<file path="src/rtl/fbc_pkg.sv">
package fbc_pkg;

  typedef enum logic [2:0] {
    PH_IDLE   = 3'd0,
    PH_SETUP  = 3'd1,
    PH_STROBE = 3'd2,
    PH_HOLD   = 3'd3,
    PH_RECOV  = 3'd4
  } phase_t;

  // Round a nanosecond limit up to whole clock periods.
  function automatic int unsigned ns_to_cyc(input int unsigned ns, input int unsigned per);
    return (ns + per - 1) / per;
  endfunction

  function automatic int unsigned umax(input int unsigned a, input int unsigned b);
    return (a > b) ? a : b;
  endfunction

  // Cycles left of a total after a part already spent, never below one.
  function automatic int unsigned remain(input int unsigned total, input int unsigned spent);
    return (total > spent) ? (total - spent) : 1;
  endfunction

endpackage

</file>
<file path="src/rtl/fbc_rdy_sync.sv">
module fbc_rdy_sync #(
  parameter int STAGES = 2
) (
  input  logic clk,
  input  logic rst_n,
  input  logic d,
  output logic q
);
  logic [STAGES-1:0] sh;

  always_ff @(posedge clk or negedge rst_n) begin
    if (!rst_n) sh <= '1;
    else        sh <= {sh[STAGES-2:0], d};
  end

  assign q = sh[STAGES-1];
endmodule

</file>
<file path="src/rtl/fbc_timer.sv">
module fbc_timer #(
  parameter int W = 4
) (
  input  logic         clk,
  input  logic         rst_n,
  input  logic         load,
  input  logic [W-1:0] len,
  output logic         zero
);
  logic [W-1:0] cnt;

  always_ff @(posedge clk or negedge rst_n) begin
    if (!rst_n)          cnt <= '0;
    else if (load)       cnt <= len - W'(1);
    else if (cnt != '0)  cnt <= cnt - W'(1);
  end

  assign zero = (cnt == '0);
endmodule

</file>
<file path="src/rtl/fbc_seq.sv">
module fbc_seq
  import fbc_pkg::*;
#(
  parameter int unsigned T_SETUP = 1,
  parameter int unsigned T_RDS   = 3,
  parameter int unsigned T_WRS   = 3,
  parameter int unsigned T_HOLD  = 1,
  parameter int unsigned T_RREC  = 2,
  parameter int unsigned T_WREC  = 1,
  parameter int          W       = 4
) (
  input  logic   clk,
  input  logic   rst_n,
  input  logic   start,
  input  logic   start_wr,
  input  logic   modem,
  input  logic   rdy_s,
  output phase_t phase_o,
  output logic   wr_o,
  output logic   sample_o,
  output logic   done_o,
  output logic   busy_o
);
  phase_t       phase, nxt;
  logic         wr_q, done_q;
  logic         load, zero;
  logic [W-1:0] len;

  fbc_timer #(.W(W)) u_timer (
    .clk(clk), .rst_n(rst_n), .load(load), .len(len), .zero(zero)
  );

  always_comb begin
    nxt  = phase;
    load = 1'b0;
    len  = '0;
    unique case (phase)
      PH_IDLE: if (start) begin
        nxt = PH_SETUP; load = 1'b1; len = W'(T_SETUP);
      end
      PH_SETUP: if (zero) begin
        nxt = PH_STROBE; load = 1'b1; len = wr_q ? W'(T_WRS) : W'(T_RDS);
      end
      PH_STROBE: if (zero && (!modem || rdy_s)) begin
        nxt = PH_HOLD; load = 1'b1; len = W'(T_HOLD);
      end
      PH_HOLD: if (zero) begin
        nxt = PH_RECOV; load = 1'b1; len = wr_q ? W'(T_WREC) : W'(T_RREC);
      end
      PH_RECOV: if (zero) nxt = PH_IDLE;
      default: nxt = PH_IDLE;
    endcase
  end

  always_ff @(posedge clk or negedge rst_n) begin
    if (!rst_n) begin
      phase  <= PH_IDLE;
      wr_q   <= 1'b0;
      done_q <= 1'b0;
    end else begin
      phase  <= nxt;
      done_q <= (phase == PH_RECOV) && (nxt == PH_IDLE);
      if (phase == PH_IDLE && start) wr_q <= start_wr;
    end
  end

  assign phase_o  = phase;
  assign wr_o     = wr_q;
  assign sample_o = (phase == PH_STROBE) && (nxt == PH_HOLD) && !wr_q;
  assign done_o   = done_q;
  assign busy_o   = (phase != PH_IDLE);

  // completion is a single-cycle pulse
  p_done_single_r7: assert property (@(posedge clk) disable iff (!rst_n)
    done_q |=> !done_q);

  // done only follows a running cycle
  p_done_after_busy_r7: assert property (@(posedge clk) disable iff (!rst_n)
    $rose(done_q) |-> $past(phase) == PH_RECOV);

  // a new cycle only starts from idle
  p_start_from_idle_r2: assert property (@(posedge clk) disable iff (!rst_n)
    (phase == PH_SETUP && $past(phase) != PH_SETUP) |-> $past(phase) == PH_IDLE);
endmodule

</file>
<file path="src/rtl/flbus_ctrl.sv">
module flbus_ctrl
  import fbc_pkg::*;
#(
  parameter int          AW          = 17,
  parameter int          DW          = 8,
  parameter int          RDY_BIT     = 8,
  parameter int          SYNC_STAGES = 2,
  parameter int unsigned CLK_NS      = 40,
  parameter int unsigned ACC_NS      = 150,
  parameter int unsigned OE_NS       = 120,
  parameter int unsigned FLOAT_NS    = 50,
  parameter int unsigned WEL_NS      = 120,
  parameter int unsigned WEH_NS      = 25,
  parameter int unsigned AHOLD_NS    = 200,
  parameter int unsigned CSW_NS      = 30,
  parameter int unsigned DHOLD_NS    = 10
) (
  input  logic          clk,
  input  logic          rst_n,
  input  logic          modem_mode,
  input  logic          req_valid,
  input  logic          req_write,
  input  logic [AW-1:0] req_addr,
  input  logic [DW-1:0] req_wdata,
  output logic          busy,
  output logic          done,
  output logic [DW-1:0] rd_data,
  output logic [AW-1:0] bus_addr_o,
  output logic          bus_rdy_pin_oe,
  input  logic          bus_rdy_i,
  output logic          bus_cs_n,
  output logic          bus_oe_n,
  output logic          bus_we_n,
  output logic [DW-1:0] bus_dq_o,
  output logic          bus_dq_oe,
  input  logic [DW-1:0] bus_dq_i
);
  // Derived phase lengths in clock cycles
  localparam int unsigned T_SETUP = umax(1, ns_to_cyc(CSW_NS, CLK_NS));
  localparam int unsigned T_RDS   = umax(ns_to_cyc(OE_NS, CLK_NS),
                                         remain(ns_to_cyc(ACC_NS, CLK_NS), T_SETUP));
  localparam int unsigned T_WRS   = umax(ns_to_cyc(WEL_NS, CLK_NS),
                                         remain(ns_to_cyc(ACC_NS, CLK_NS), T_SETUP));
  localparam int unsigned T_HOLD  = umax(1, umax(ns_to_cyc(CSW_NS, CLK_NS),
                                                 ns_to_cyc(DHOLD_NS, CLK_NS)));
  localparam int unsigned T_RREC  = umax(1, ns_to_cyc(FLOAT_NS, CLK_NS));
  localparam int unsigned T_WREC  = umax(umax(1, ns_to_cyc(WEH_NS, CLK_NS)),
                                         remain(ns_to_cyc(AHOLD_NS, CLK_NS), T_WRS + T_HOLD));
  localparam int unsigned T_MAX   = umax(umax(T_SETUP, T_HOLD),
                                         umax(umax(T_RDS, T_WRS), umax(T_RREC, T_WREC)));
  localparam int          CW      = $clog2(T_MAX + 1) + 1;
  localparam int          MW      = 8;

  phase_t        phase;
  logic          wr, sample, rdy_s, accept;
  logic [AW-1:0] addr_q;
  logic [DW-1:0] wdata_q, rd_q;

  // Named internal events
  logic cs_act, strobe_act;

  assign accept = req_valid && !busy;

  fbc_rdy_sync #(.STAGES(SYNC_STAGES)) u_sync (
    .clk(clk), .rst_n(rst_n), .d(bus_rdy_i), .q(rdy_s)
  );

  fbc_seq #(
    .T_SETUP(T_SETUP), .T_RDS(T_RDS), .T_WRS(T_WRS), .T_HOLD(T_HOLD),
    .T_RREC(T_RREC), .T_WREC(T_WREC), .W(CW)
  ) u_seq (
    .clk(clk), .rst_n(rst_n), .start(accept), .start_wr(req_write),
    .modem(modem_mode), .rdy_s(rdy_s), .phase_o(phase), .wr_o(wr),
    .sample_o(sample), .done_o(done), .busy_o(busy)
  );

  always_ff @(posedge clk or negedge rst_n) begin
    if (!rst_n) begin
      addr_q  <= '0;
      wdata_q <= '0;
      rd_q    <= '0;
    end else begin
      if (accept) begin
        addr_q  <= req_addr;
        wdata_q <= req_wdata;
      end
      if (sample) rd_q <= bus_dq_i;
    end
  end

  assign cs_act     = (phase == PH_SETUP) || (phase == PH_STROBE) || (phase == PH_HOLD);
  assign strobe_act = (phase == PH_STROBE);

  assign bus_cs_n  = !cs_act;
  assign bus_oe_n  = !(strobe_act && !wr);
  assign bus_we_n  = !(strobe_act && wr);
  assign bus_dq_oe = cs_act && wr;
  assign bus_dq_o  = wdata_q;
  assign rd_data   = rd_q;
  assign bus_rdy_pin_oe = !modem_mode;

  for (genvar g = 0; g < AW; g++) begin : g_addr
    if (g == RDY_BIT) begin : g_shared
      assign bus_addr_o[g] = modem_mode ? 1'b0 : addr_q[g];
    end else begin : g_plain
      assign bus_addr_o[g] = addr_q[g];
    end
  end

  // Run-length monitors for the timing assertions
  logic [MW-1:0] we_run, oe_run, float_run;

  always_ff @(posedge clk or negedge rst_n) begin
    if (!rst_n) begin
      we_run    <= '0;
      oe_run    <= '0;
      float_run <= '1;
    end else begin
      we_run    <= !bus_we_n ? ((we_run == '1) ? we_run : we_run + MW'(1)) : '0;
      oe_run    <= !bus_oe_n ? ((oe_run == '1) ? oe_run : oe_run + MW'(1)) : '0;
      float_run <= !bus_oe_n ? '0 : ((float_run == '1) ? float_run : float_run + MW'(1));
    end
  end

  // a strobe is only active inside chip select
  p_strobe_in_cs_r3: assert property (@(posedge clk) disable iff (!rst_n)
    (!bus_oe_n || !bus_we_n) |-> !bus_cs_n);

  // read strobe lasts at least its minimum
  p_oe_width_r3: assert property (@(posedge clk) disable iff (!rst_n)
    $rose(bus_oe_n) |-> oe_run >= MW'(T_RDS));

  // the two strobes never overlap
  p_one_strobe_r5: assert property (@(posedge clk) disable iff (!rst_n)
    !(!bus_oe_n && !bus_we_n));

  // write strobe lasts at least its minimum
  p_we_width_r5: assert property (@(posedge clk) disable iff (!rst_n)
    $rose(bus_we_n) |-> we_run >= MW'(T_WRS));

  // no drive while the device may be driving
  p_no_contention_r4: assert property (@(posedge clk) disable iff (!rst_n)
    !bus_oe_n |-> !bus_dq_oe);

  // bus float time after the read strobe ends
  p_float_gap_r4: assert property (@(posedge clk) disable iff (!rst_n)
    $rose(bus_dq_oe) |-> float_run >= MW'(T_RREC));

  // address is frozen while a cycle runs
  p_addr_held_r2: assert property (@(posedge clk) disable iff (!rst_n)
    (busy && $past(busy)) |-> $stable(addr_q));
endmodule

</file>
<file path="config.mk">
export PLATFORM = sky130hd
export DESIGN_NAME = flbus_ctrl
export DESIGN_NICKNAME = d
export VERILOG_FILES = /design/src/rtl/fbc_pkg.sv /design/src/rtl/fbc_rdy_sync.sv /design/src/rtl/fbc_timer.sv /design/src/rtl/fbc_seq.sv /design/src/rtl/flbus_ctrl.sv
export SDC_FILE = /design/constraint.sdc
export NUM_CORES = 1
export LEC_CHECK = 0
export BUFFER_PORTS_ARGS = -buffer_cell sky130_fd_sc_hd__buf_4
export CAP_MARGIN = 20
export CORE_UTILIZATION = 40
export CTS_BUF_LIST = sky130_fd_sc_hd__clkbuf_16
export DETAILED_ROUTE_END_ITERATION = 8
export MAX_ROUTING_LAYER = met4
export PLACE_DENSITY = 0.69
export SLEW_MARGIN = 20
export SYNTH_ARGS = -nofsm -noshare
export SYNTH_HDL_FRONTEND = slang
export SYNTH_SLANG_ARGS = --single-unit
</file>
<file path="constraint.sdc">
create_clock -name clk -period 3.6 [get_ports clk]
set_clock_uncertainty 0.15 [all_clocks]
set_input_delay 0.54 -clock clk [delete_from_list [all_inputs] [get_ports clk]]
set_output_delay 0.54 -clock clk [all_outputs]
set_load 0.005 [all_outputs]
</file>
==> results of run 1 <==
-- worst max-delay path, stage by stage, from the launching register on --
cell and delay, ns:
dfrtp_1 0.50, or4b_1 0.56, a21oi_1 0.17, nor4_1 0.07, ha_1 0.22, or3b_2 0.47, o311ai_1 0.09
-- report_power, final --
| part | leakage (nW) | switching [mW] | internal [mW] | total (mW) |
|---|---|---|---|---|
| sequential | 0.518 | 0.167 | 0.716 | 0.882 |
| clock | 0.0649 | 0.176 | 0.252 | 0.428 |
| combinational | 0.705 | 0.345 | 0.671 | 1.02 |
-- layer usage --
layer	vias to the layer above	GRT usage (%)	part of all wire (%)
met5	-	-	0
met4	0	9.15	2.4
met3	8	3.73	6.2
met2	43	21.2	48
met1	607	19.6	44
li1	598	-	-
-- cell type report --
type,count,area share (%)
Sequential cell,43,40.6
Clock inverter,3,0.565
Tap cell,67,3.16
Multi-Input combinational cell,72,28.2
Inverter,3,0.424
Timing Repair Buffer,79,22.3
Clock buffer,5,4.71
-- registers in the layout, indices dropped and copies added (netlist names) --
| register | flops |
|---|---|
| addr_q | 17 |
| bus_dq_o | 8 |
| rd_data | 8 |
| u_seq.phase_o | 3 |
| u_seq.u_timer.cnt | 3 |
| u_sync.sh | 2 |
| u_seq.done_o | 1 |
| u_seq.wr_o | 1 |
-- per-stage QoR --
stage | instances | power (mW)
final | 272 | 2.33
after CTS | 272 | 2.36
after floorplan | 140 | 1.60
after detailed placement | 264 | 1.91
after global placement | 264 | 1.89
after global routing | 272 | 2.47
-- kinds of logic after synthesis --
| kind of cell | after synthesis |
|---|---|
| and+or+nand+nor | 29 |
| adders and majority gates | 1 |
| muxes | 33 |
| DFF | 43 |
| buffers and inverters | 25 |
| AOI/OAI and AO/OA | 8 |
| xor gates and xnor gates | 1 |
-- worst max-delay path by stage --
| stage | slack, ns | cells after the start | from | endpoint |
|---|---|---|---|---|
| 2_1_floorplan | 1.40 | 7 | u_seq.phase_o[2] | u_seq.u_timer.cnt[2] |
| 3_3_place_gp | 1.33 | 6 | u_seq.phase_o[2] | u_seq.u_timer.cnt[2] |
| 3_5_place_dp | 1.29 | 6 | u_seq.phase_o[2] | u_seq.u_timer.cnt[2] |
| 4_1_cts | 1.28 | 6 | u_seq.phase_o[2] | u_seq.u_timer.cnt[2] |
| 5_1_grt | 1.15 | 6 | u_seq.phase_o[2] | u_seq.u_timer.cnt[2] |
| 6_report | 1.27 | 6 | u_seq.phase_o[2] | u_seq.u_timer.cnt[2] |
-- Yosys cell counts (all sizes together), types with 2 or more instances --
library cell,count,share of area (%)
mux2,33,24
buf,22,9.3
nor2,5,0.93
nor4,2,0.62
nor2b,2,0.62
dfrtp,41,51
nand3b,2,0.74
nand2,6,1.1
inv,3,0.56
or3,2,0.68
o21ai,2,0.49
dfstp,2,2.6
a21oi,2,0.49
nor4b,2,1.6
==> reports/qor_table.md, run 1 <==
| Quantity | This run |
|---|---|
| Design area | 0.00266 mm² |
| Synth async-reset ratio | 100% |
| Vias | 1256 |
| Main flop type after synthesis | dfrtp_1 |
| DRC violation count after routing | 0 |
| Slew at the pin closest to its max-slew limit | 0.567 ns |
| Initial antenna violation count | 0 |
| Highest achievable clock rate | 0.430 GHz |
| Wire length of the first global-routing pass | 5.58 mm |
| Fill cell count | 427 |
| End of the worst register-to-register path | u_seq.u_timer.cnt[2] |
| Starting utilization of the core area | 42.4% |
| Routability cong. | 0.861 |
| Most common library cell in the layout ignoring fill and taps | buf_4 |
| Chip width | 73.2 µm |
| Port buffer count | 78 |
| Proportion of synthesized chip area in sequential cells | 53.2% |
| Clock tree root buffer cell | clkbuf_16 |
| Iter 0 DRT Violations | 64 |
| Commonest cells after routing, fill and taps aside | buf_4 (79), dfrtp_1 (41), mux2_4 (28), nand2_1 (6) |
| Main combinational cell family by area after synthesis | multiplexers |
| Rows | 25 |
| Type of the setup path with the least slack | reg -> reg |
| EDFF count, synth | 0 |
| CTS H-tree lvls | 2 |
| Maximum vdd ir drop | 0.417 mV |
| YS warnings | 0 |
| CTS max path bufs | 2 |
| Final WS setup | 1.27 ns |
| Number of nets at the end of the flow | 244 |
| Highest fanout seen on the critical path | 10 |
| Top-Level Pins | 79 |
| CTS Buf Count | 5 |
| Worst slack on hold paths | 0.0838 ns |
| Post-CTS Setup Bufs | 0 |
| Post-Syn Nets | 180 |
| Share of synthesized cell area in full adder, half adder and majority cells | 0.617% |
| Clock tree from TritonCTS | done |
| Vias/cell | 4.62 |
| Final core area utilization | 55.5% |
| Area of combinational cells with multiple inputs | 749 µm² |
| Avg Synthesized Cell Area | 14.5 µm² |
| Cells after Synth | 140 |
| Hold Path Class | in -> async |
| Antenna diode count | 0 |
| CTS resizes | 0 |
| Per-cell routed wire length | 13.9 µm |
| Count of unique library cells instantiated by Yosys | 33 |
| Number of hold-slack violations in the final timing report | 0 |
| CP Data Arrival Time | 2.36 ns |
| Crit Reg-Reg Startpoint | u_seq.phase_o[2] |
| Synth Area in Simple Gates | 9.75% |
| Antenna-violating nets left | 0 |
| Clock network latency to the later pin of the worst-skew pair | 0.28 ns |
| Power density relative to cell area | 876 mW/mm² |
| Relative slew slack | 62.2% |
| Multiplexer share of the synthesized area | 23.5% |
| CORE AREA | 0.00479 mm² |
| Req. time, crit path | 3.63 ns |
| Reg2Reg Depth | 6 |
| Final setup vio count | 0 |
| Final WL | 3.78 mm |
| Clock net sink count | 43 |
| Total track usage | 15.1% |
| Drt pass-1 iters | 4 |
| CP Capture Type | register |
| Time the final worst path needs with I/O delays and setup | 2.33 ns |
| Mapped Area | 0.00203 mm² |
| Vertical extent of the die | 73.2 µm |
| Count of final max-slew check failures | 0 |
| Layout cell share with drive strength beyond 1 | 59.0% |
| Clock-pin slew on the worst setup and hold paths | 0.06 ns |
| Synthesis-to-finish area growth | 31.0% |
| Post-CTS Hold Fix Bufs | 0 |
| Total Die Area | 0.00536 mm² |
| Register-to-register path setup slack | 1.27 ns |
| Total global routing overflow | 0 |
| Post-Place Setup Slack | 1.29 ns |
| Sum of negative setup slack | 0 ns |
| Half-perimeter wire length of the detailed placement result | 2.64 mm |
| Max_cap viols | 0 |
| Dpl cell area | 0.00252 mm² |
| Setup repair after global routing missed its margin | no |
| Synth Area in Compound Gates | 2.65% |
| Category of the worst setup path launch point | register |
| Outcome | finished clean |
| Number of flip-flops and latches in the synthesized netlist | 43 |
| Area occupied by registers | 0.00108 mm² |
| Standby leakage power | 1.29 nW |
| Number of global-route vias before repair | 1181 |
| Share of the cycle needed by the critical path after routing | 64.6% |
| Maximum number of pins on one net before global-route repair | 44 |
| Xor/xnor cell area share of the yosys netlist | 0.432% |
No activity file was read; power rests on OpenSTA's default activity.
==> inputs of run 2 (changes only) <==
--- a/config.mk
+++ b/config.mk
@@ -5,13 +5,14 @@
 export SDC_FILE = /design/constraint.sdc
 export NUM_CORES = 1
 export LEC_CHECK = 0
+export ABC_AREA = 1
 export BUFFER_PORTS_ARGS = -buffer_cell sky130_fd_sc_hd__buf_4
 export CAP_MARGIN = 20
 export CORE_UTILIZATION = 40
 export CTS_BUF_LIST = sky130_fd_sc_hd__clkbuf_16
 export DETAILED_ROUTE_END_ITERATION = 8
 export MAX_ROUTING_LAYER = met4
-export PLACE_DENSITY = 0.69
+export PLACE_DENSITY = 0.72
 export SLEW_MARGIN = 20
 export SYNTH_ARGS = -nofsm -noshare
 export SYNTH_HDL_FRONTEND = slang
==> constraint.sdc (replaced) <==
create_clock -name clk -period 1.99 [get_ports clk]
set_clock_uncertainty 0.15 [all_clocks]
set_input_delay 0.2985 -clock clk [delete_from_list [all_inputs] [get_ports clk]]
set_output_delay 0.2985 -clock clk [all_outputs]
set_load 0.005 [all_outputs]
==> reports/qor_table.md, run 2 <==
| Quantity | This run | Change |
|---|---|---|
| Synth async-reset ratio | 100% | unchanged |
| Clock-pin slew on the worst setup and hold paths | 0.06 ns | about the same |
| Total power of the final layout | 4.00 mW | +72% |
| Power density relative to cell area | 1540 mW/mm² | +75% |
| CP Capture Type | register |  |
| Relative slew slack | 64.8% | +2.6 points |
| Outcome | finished clean |  |
| Share of the cycle needed by the critical path after routing | 91.9% | +27 points |
| Clock tree from TritonCTS | done |  |
| Post-Syn Nets | 209 | +16% |
| Count of unique library cells instantiated by Yosys | 27 | -18% |
| Initial antenna violation count | 0 | unchanged |
| Time the final worst path needs with I/O delays and setup | 1.83 ns | -0.496 ns |
| Synth Area in Compound Gates | 4.99% | +2.3 points |
| Type of the setup path with the least slack | reg -> reg |  |
| Avg Synthesized Cell Area | 11.4 µm² | -21% |
| CORE AREA | 0.00450 mm² | -5.9% |
| Iter 0 DRT Violations | 47 | -27% |
| Antenna diode count | 0 | unchanged |
| Number of hold-slack violations in the final timing report | 0 | unchanged |
| Register name with the most flops | addr_q |  |
| Category of the worst setup path launch point | register |  |
| Highest achievable clock rate | 0.547 GHz | +27% |
| Max_cap viols | 0 | unchanged |
| Cells after Synth | 169 | +21% |
| Worst slack on hold paths | 0.0680 ns | -0.0158 ns |
| Slew at the pin closest to its max-slew limit | 0.527 ns | -0.0397 ns |
| Clock network latency to the later pin of the worst-skew pair | 0.27 ns | about the same |
| Chip width | 71.5 µm | -2.3% |
| GR peak layer | met2 |  |
| Drt pass-1 iters | 3 | -1 |
| Port buffer count | 78 | unchanged |
| Number of flip-flops and latches in the synthesized netlist | 43 | unchanged |
| Cell Int Power | 2.75 mW | +68% |
| CTS Buf Count | 5 | unchanged |
| Commonest cells after routing, fill and taps aside | buf_4 (81), dfrtp_1 (41), nand2_1 (23), mux2_2 (19), inv_1 (12) |  |
| Clock tree root buffer cell | clkbuf_16 |  |
| Global routing usage on met2 | 24.0% | +2.8 points |
| Half-perimeter wire length of the detailed placement result | 2.54 mm | -4.0% |
| Starting utilization of the core area | 42.9% | +0.51 points |
| Count of final max-slew check failures | 0 | unchanged |
| Count leader, synth | dfrtp_1 |  |
| Fraction of power consumed by the clock network | 18.9% | +0.5 points |
| Standby leakage power | 1.34 nW | +3.7% |
| EDFF count, synth | 0 | unchanged |
| Share of the synthesized area in the top cell type | 53.1% | +2.5 points |
| Switching share of total power | 31.4% | +1.9 points |
| Setup repair after global routing missed its margin | no |  |
| CTS H-tree lvls | 2 | unchanged |
| Number of nets at the end of the flow | 278 | +14% |
| Sequential fraction of design power | 37.7% | -0.2 points |
| Xor/xnor cell area share of the yosys netlist | 0% | -0.43 points |
| Net switching power | 1.26 mW | +83% |
| Proportion of synthesized chip area in sequential cells | 55.9% | +2.7 points |
| Met3 Use GR | 3.80% | +0.068 points |
| Maximum vdd ir drop | 0.690 mV | +65% |
| Per-cell routed wire length | 11.7 µm | -16% |
| Share of synthesized cell area in full adder, half adder and majority cells | 0.648% | +0.031 points |
| DRC violation count after routing | 0 | unchanged |
| Synthesis-to-finish area growth | 35.1% |  |
| Clock net sink count | 43 | unchanged |
| Top-Level Pins | 79 | unchanged |
| Number of global-route vias before repair | 1263 | +6.9% |
| Maximum number of pins on one net before global-route repair | 44 | unchanged |
| Multiplexer share of the synthesized area | 15.0% | -8.5 points |
| Antenna-violating nets left | 0 | unchanged |
| Vias/cell | 4.67 | +1.1% |
| Total track usage | 14.8% | -0.35 points |
| Met1 global-route usage | 17.6% | -2.0 points |
| Top post-synthesis cells by area | dfrtp_1 (53%), mux2_2 (11%), buf_4 (6.6%) |  |
| Hold Path Class | in -> reg |  |
| CP Data Arrival Time | 1.90 ns | -0.46 ns |
| CTS max path bufs | 2 | unchanged |
| Layout cell share with drive strength beyond 1 | 54.4% | -4.6 points |
| Synth Area in Simple Gates | 12.4% | +2.6 points |
| Largest register FFs | 17 | unchanged |
| Highest fanout seen on the critical path | 5 | -5 |
| Wire length of the first global-routing pass | 5.62 mm | +0.73% |
| Sum of negative setup slack | 0 ns | unchanged |
| Final WL | 3.41 mm | -9.7% |
| Rows | 24 | -4.0% |
| Vertical extent of the die | 71.5 µm | -2.3% |
| Vias | 1358 | +8.1% |
| Total global routing overflow | 0 | unchanged |
| Total Die Area | 0.00511 mm² | -4.6% |
| Post-CTS Setup Bufs | 0 | unchanged |
| Final setup vio count | 0 | unchanged |
| Routability cong. | 0.832 | -3.4% |
| Main flop type after synthesis | dfrtp_1 |  |
| Gate power share | 43.3% | -0.4 points |
| Most common library cell in the layout ignoring fill and taps | buf_4 |  |
| YS warnings | 0 | unchanged |
| Req. time, crit path | 2.06 ns | -1.57 ns |
| Mapped Area | 0.00193 mm² | -4.8% |
| Top cells by count, synth | dfrtp_1 (41), nand2_1 (24), mux2_2 (19) |  |
| Cell type with the highest aggregate area in the netlist | dfrtp_1 |  |
| Final core area utilization | 57.9% | +2.4 points |
| Main combinational cell family by area after synthesis | multiplexers |  |
[run 2: cells by family (layout without fill, tap and decap cells)]
| group | after synthesis | count (layout) |
|---|---|---|
| AO/OA/AOI/OAI | 18 | 18 |
| adder cells (fa/ha/maj) | 1 | 1 |
| buffers and inverters | 36 | 106 |
| flip-flops | 43 | 43 |
| multiplexers | 24 | 24 |
| AND/OR/NAND/NOR | 47 | 47 |
[run 2: worst paths after layout]
path | slack, ns | end | cells after the start | startpoint
min in group asynchronous | 0.39 | rd_data[6] | 2 | rst_n
min | 0.07 | rd_data[0] | 3 | bus_dq_i[0]
max | 0.16 | u_seq.u_timer.cnt[1] | 8 | u_seq.phase_o[2]
min reg2reg | 0.21 | u_sync.sh[1] | 0 | u_sync.sh[0]
max in group asynchronous | 0.92 | u_seq.phase_o[2] | 2 | rst_n
max reg2reg | 0.16 | u_seq.u_timer.cnt[1] | 8 | u_seq.phase_o[2]
[run 2: worst max-delay path: stages (launching register included)]
cell	delay, ns
dfrtp_1	0.45
nor3_4	0.30
nand2_2	0.12
nand2_4	0.09
inv_1	0.04
a21oi_1	0.12
ha_1	0.23
or2_1	0.22
inv_1	0.05
[run 2: timing repair]
action | CTS | global route
hold endpoints to repair | 42 | 0
gates resized for setup | 0 | 1
hold buffers | 2 | 0
setup endpoints to repair | 0 | 1
[run 2: area by class of cell]
cell class	count	area, µm²
Multi-Input combinational cell	90	639
Sequential cell	43	1080
Fill cell	398	1900
Clock inverter	3	16.3
Tap cell	52	65.1
Inverter	15	56.3
Timing Repair Buffer	83	628
Clock buffer	5	125
[run 2: per-stage QoR]
stage,instance area (µm²),setup slack [ns],std cells
final,2610,0.161,291
after floorplan,1930,0.222,169
after detailed placement,2440,0.143,281
after global routing,2610,0.0263,291
after CTS,2610,0.110,291
after global placement,2440,0.205,281
[run 2: layer usage]
layer  vias up  wire length (µm)
met2        43              1760
met3         2               169
li1        673                 -
met5         -                 0
met1       640              1450
met4         0                34
[run 2: power groups by stage]
stage	sequential (mW)	combinational (mW)	clock (mW)
2_1_floorplan	1.50	1.19	0
3_3_place_gp	1.51	1.72	0
3_5_place_dp	1.52	1.76	0
4_1_cts	1.51	1.77	0.789
5_1_grt	1.56	1.92	0.835
6_report	1.51	1.74	0.759
==> inputs of run 3 (changes only) <==
--- a/config.mk
+++ b/config.mk
@@ -12,8 +12,9 @@
 export CTS_BUF_LIST = sky130_fd_sc_hd__clkbuf_16
 export DETAILED_ROUTE_END_ITERATION = 8
 export MAX_ROUTING_LAYER = met4
-export PLACE_DENSITY = 0.72
+export PLACE_DENSITY = 0.71
 export SLEW_MARGIN = 20
 export SYNTH_ARGS = -nofsm -noshare
 export SYNTH_HDL_FRONTEND = slang
+export SYNTH_HIERARCHICAL = 1
 export SYNTH_SLANG_ARGS = --single-unit
==> reports/qor_table.md, run 3 <==
| Quantity | This run | Change |
|---|---|---|
| Outcome | finished clean |  |
| Proportion of synthesized chip area in sequential cells | 52.4% | -3.5 points |
| Placed Cells | 366 | +30% |
| Req. time, crit path | 2.01 ns | -0.05 ns |
| Category of the worst setup path launch point | register |  |
| Top cells by count, synth | nand2_1 (67), dfrtp_1 (41), nand3_1 (33) |  |
| DRC violation count after routing | 0 | unchanged |
| Number of nets at the end of the flow | 355 | +28% |
| Wire length of the first global-routing pass | 7.39 mm | +31% |
| Highest achievable clock rate | 0.530 GHz | -3.1% |
| CP max stage cell | dfrtp_1 |  |
| CTS max path bufs | 2 | unchanged |
| Relative slew slack | 64.0% | -0.89 points |
| YS warnings | 6 | +6 |
| Fraction of power consumed by the clock network | 19.5% | +0.6 points |
| Total track usage | 18.5% | +3.7 points |
| Share of the synthesized area in the top cell type | 49.8% | -3.3 points |
| Area occupied by registers | 0.00108 mm² | +0.23% |
| Number of flip-flops and latches in the synthesized netlist | 43 | unchanged |
| Initial antenna violation count | 0 | unchanged |
| Time the final worst path needs with I/O delays and setup | 1.89 ns | +0.0585 ns |
| Register-to-register path setup slack | 0.10 ns | -0.06 ns |
| Post-route insts no fill | 383 | +32% |
| Cells after Synth | 237 | +40% |
| Clock network latency to the later pin of the worst-skew pair | 0.28 ns | about the same |
| Register name with the most flops | addr_q |  |
| CTS Buf Count | 5 | unchanged |
| End point of the most critical hold path | rd_data[4] |  |
| Main flop type after synthesis | dfrtp_1 |  |
| Commonest cells after routing, fill and taps aside | buf_4 (92), nand2_1 (65), dfrtp_1 (39), nand3_1 (30), inv_1 (24) |  |
| Post-Place Setup Slack | -0.00802 ns | -0.151 ns |
| Final WL | 4.56 mm | +34% |
| Total global routing overflow | 0 | unchanged |
| Mapped Area | 0.00206 mm² | +6.6% |
| Number of hold-slack violations in the final timing report | 0 | unchanged |
| List of cells traversed by the critical path | inv_1, nand3_2, inv_2, inv_2, a21oi_2, nand2_2, nand3_4, inv_4, nand2_1, o21ai_2, ha_2, inv_1, nand2_1, inv_1 |  |
| Net switching power | 1.68 mW | +33% |
| Maximum vdd ir drop | 0.708 mV | +2.6% |
| Final setup vio count | 0 | unchanged |
| Port buffer count | 78 | unchanged |
| Layout cell share with drive strength beyond 1 | 42.1% | -12 points |
| Largest register FFs | 17 | unchanged |
| CP Capture Type | register |  |
| Avg Synthesized Cell Area | 8.68 µm² | -24% |
| Most common library cell in the layout ignoring fill and taps | buf_4 |  |
| Drt pass-1 iters | 4 | +1 |
| Clock tree root buffer cell | clkbuf_16 |  |
| Share of the cycle needed by the critical path after routing | 94.9% | +2.9 points |
| End of the worst register-to-register path | u_seq/u_timer/cnt[1] |  |
| Antenna diode count | 0 | unchanged |
| Count of final max-slew check failures | 0 | unchanged |
| Count of unique library cells instantiated by Yosys | 26 | -3.7% |
| Half-perimeter wire length of the detailed placement result | 3.13 mm | +23% |
| Max_cap viols | 0 | unchanged |
| Max incr delay on CP | 0.35 ns | -0.10 ns |
| CORE AREA | 0.00485 mm² | +7.6% |
| Antenna-violating nets left | 0 | unchanged |
| Top post-synthesis cells by area | dfrtp_1 (50%), nand2_1 (12%), nand3_1 (8.0%) |  |
| Worst path most repeated cell | inv_1 |  |
| Number of global-route vias before repair | 1727 | +37% |
| CP Data Arrival Time | 1.91 ns | about the same |
| Maximum number of pins on one net before global-route repair | 44 | unchanged |
| Chip width | 73.7 µm | +3.2% |
| Fill cell count | 428 | +7.5% |
| Rows | 25 | +4.2% |
| Top-Level Pins | 79 | unchanged |
| Sequential fraction of design power | 33.1% | -4.6 points |
| Standby leakage power | 1.56 nW | +17% |
| Highest fanout seen on the critical path | 7 | +2 |
| Hold Path Class | in -> reg |  |
| Type of the setup path with the least slack | reg -> reg |  |
| Total Die Area | 0.00544 mm² | +6.4% |
| Cell Int Power | 2.93 mW | +6.6% |
| Worst slack on hold paths | 0.0759 ns | +0.00792 ns |
| Vias | 1753 | +29% |
| Gate power share | 47.4% | +4.1 points |
| Synthesis-to-finish area growth | 39.9% |  |
| Synth async-reset ratio | 100% | unchanged |
| Iter 0 DRT Violations | 100 | +110% |
| Power density relative to cell area | 1600 mW/mm² | +4.1% |
| Reg2Reg Depth | 14 | +6 |
| Starting utilization of the core area | 42.5% | -0.41 points |
| EDFF count, synth | 0 | unchanged |
| Dpl cell area | 0.00263 mm² | +7.5% |
| Crit Reg-Reg Startpoint | u_seq/u_timer/cnt[0] |  |
| Clock-pin slew on the worst setup and hold paths | 0.06 ns | about the same |
| Clock tree from TritonCTS | done |  |
| Cell type with the highest aggregate area in the netlist | dfrtp_1 |  |
| Design area | 0.00288 mm² | +10% |
| Vias/cell | 4.58 | -1.9% |
| Slew at the pin closest to its max-slew limit | 0.541 ns | +0.0133 ns |
| Vertical extent of the die | 73.7 µm | +3.2% |
| Clock net sink count | 43 | unchanged |
| Count leader, synth | nand2_1 |  |
| Per-cell routed wire length | 11.9 µm | +1.6% |
| Number of cells on the worst hold path | 3 | unchanged |
| Final WS setup | 0.102 ns | -0.0585 ns |
| Switching share of total power | 36.4% | +5.0 points |
| Routability cong. | 0.890 | +7.0% |
| CTS H-tree lvls | 2 | unchanged |
| Area of combinational cells with multiple inputs | 718 µm² | +12% |
| Critical hold path startpoint | bus_dq_i[4] |  |
-- run 3: cell types whose count changed after synthesis, sizes merged, moves of 3 or more --
cell and delta:
mux2 -24, nand2 +48, a21oi -3, inv +16, nor2 -8, o21ai +4, buf +4, nand3 +31
-- run 3: critical path: cells and delay by family, from the launching register on --
kind	cells	cell delay, ns
AND/OR/NAND/NOR	5	0.40
buffers and inverters	6	0.39
flip-flops	1	0.35
adder cells (fa/ha/maj)	1	0.31
AO/OA/AOI/OAI	2	0.17
-- run 3: area by class of cell --
| type | count | area share [%] |
|---|---|---|
| Sequential cell | 43 | 37.5 |
| Clock inverter | 3 | 1.30 |
| Clock buffer | 5 | 4.34 |
| Inverter | 31 | 4.30 |
| Timing Repair Buffer | 94 | 24.7 |
| Multi-Input combinational cell | 140 | 24.9 |
| Tap cell | 67 | 2.91 |
-- run 3: kinds of logic (layout without fill, tap and decap cells) --
family / count (synthesis) / after routing / share of synthesized area (%)
AND/OR/NAND/NOR: 119 / 119 / 26.6
buffers and inverters: 55 / 133 / 15.3
flip-flops: 43 / 43 / 52.4
AO/OA/AOI/OAI: 18 / 18 / 4.86
adder cells (fa/ha/maj): 1 / 1 / 0.608
other: 1 / 2 / 0.182
-- run 3: per-layer routing --
layer | vias to the layer above | GRT usage (%) | wire length (µm)
met4 | 0 | 6.41 | 51
met1 | 815 | 20.7 | 1950
met5 | - | - | 0
li1 | 875 | - | -
met3 | 7 | 5.08 | 248
met2 | 56 | 31.5 | 2320
-- run 3: worst max path at each step --
stage | slack (ns) | to | startpoint
6_report | 0.10 | u_seq/u_timer/cnt[1] | u_seq/u_timer/cnt[0]
5_1_grt | -0.02 | u_seq/u_timer/cnt[2] | u_seq/u_timer/cnt[0]
4_1_cts | 0.007 | u_seq/u_timer/cnt[1] | u_seq/u_timer/cnt[2]
3_5_place_dp | -0.008 | u_seq/u_timer/cnt[1] | u_seq/u_timer/cnt[2]
3_3_place_gp | 0.07 | u_seq/u_timer/cnt[1] | u_seq/u_timer/cnt[2]
2_1_floorplan | -0.08 | u_seq/u_timer/cnt[1] | u_seq/phase_o[1]
-- run 3: timing repair --
action	in CTS	in global routing
endpoints found under the setup margin	2	2
setup buffers	1	6
hold endpoints to repair	42	0
hold buffers	2	0
gates resized for setup	1	7
pin swaps	1	4
-- run 3: stage by stage --
stage               power [mW]  utilization [%]  setup TNS [ns]
finish                    4.60             59.4               0
global route              4.98             59.4         -0.0321
CTS                       4.52             58.2               0
detailed placement        3.57             54.2        -0.00802
global placement          3.49             54.2               0
floorplan                 2.88                -          -0.129
-- run 3: power groups by stage --
stage / combinational, mW / clock, mW / sequential, mW
3_3_place_gp: 1.97 / 0 / 1.52
6_report: 2.18 / 0.898 / 1.52
2_1_floorplan: 1.36 / 0 / 1.52
4_1_cts: 2.07 / 0.921 / 1.53
5_1_grt: 2.45 / 0.958 / 1.57
3_5_place_dp: 2.04 / 0 / 1.53
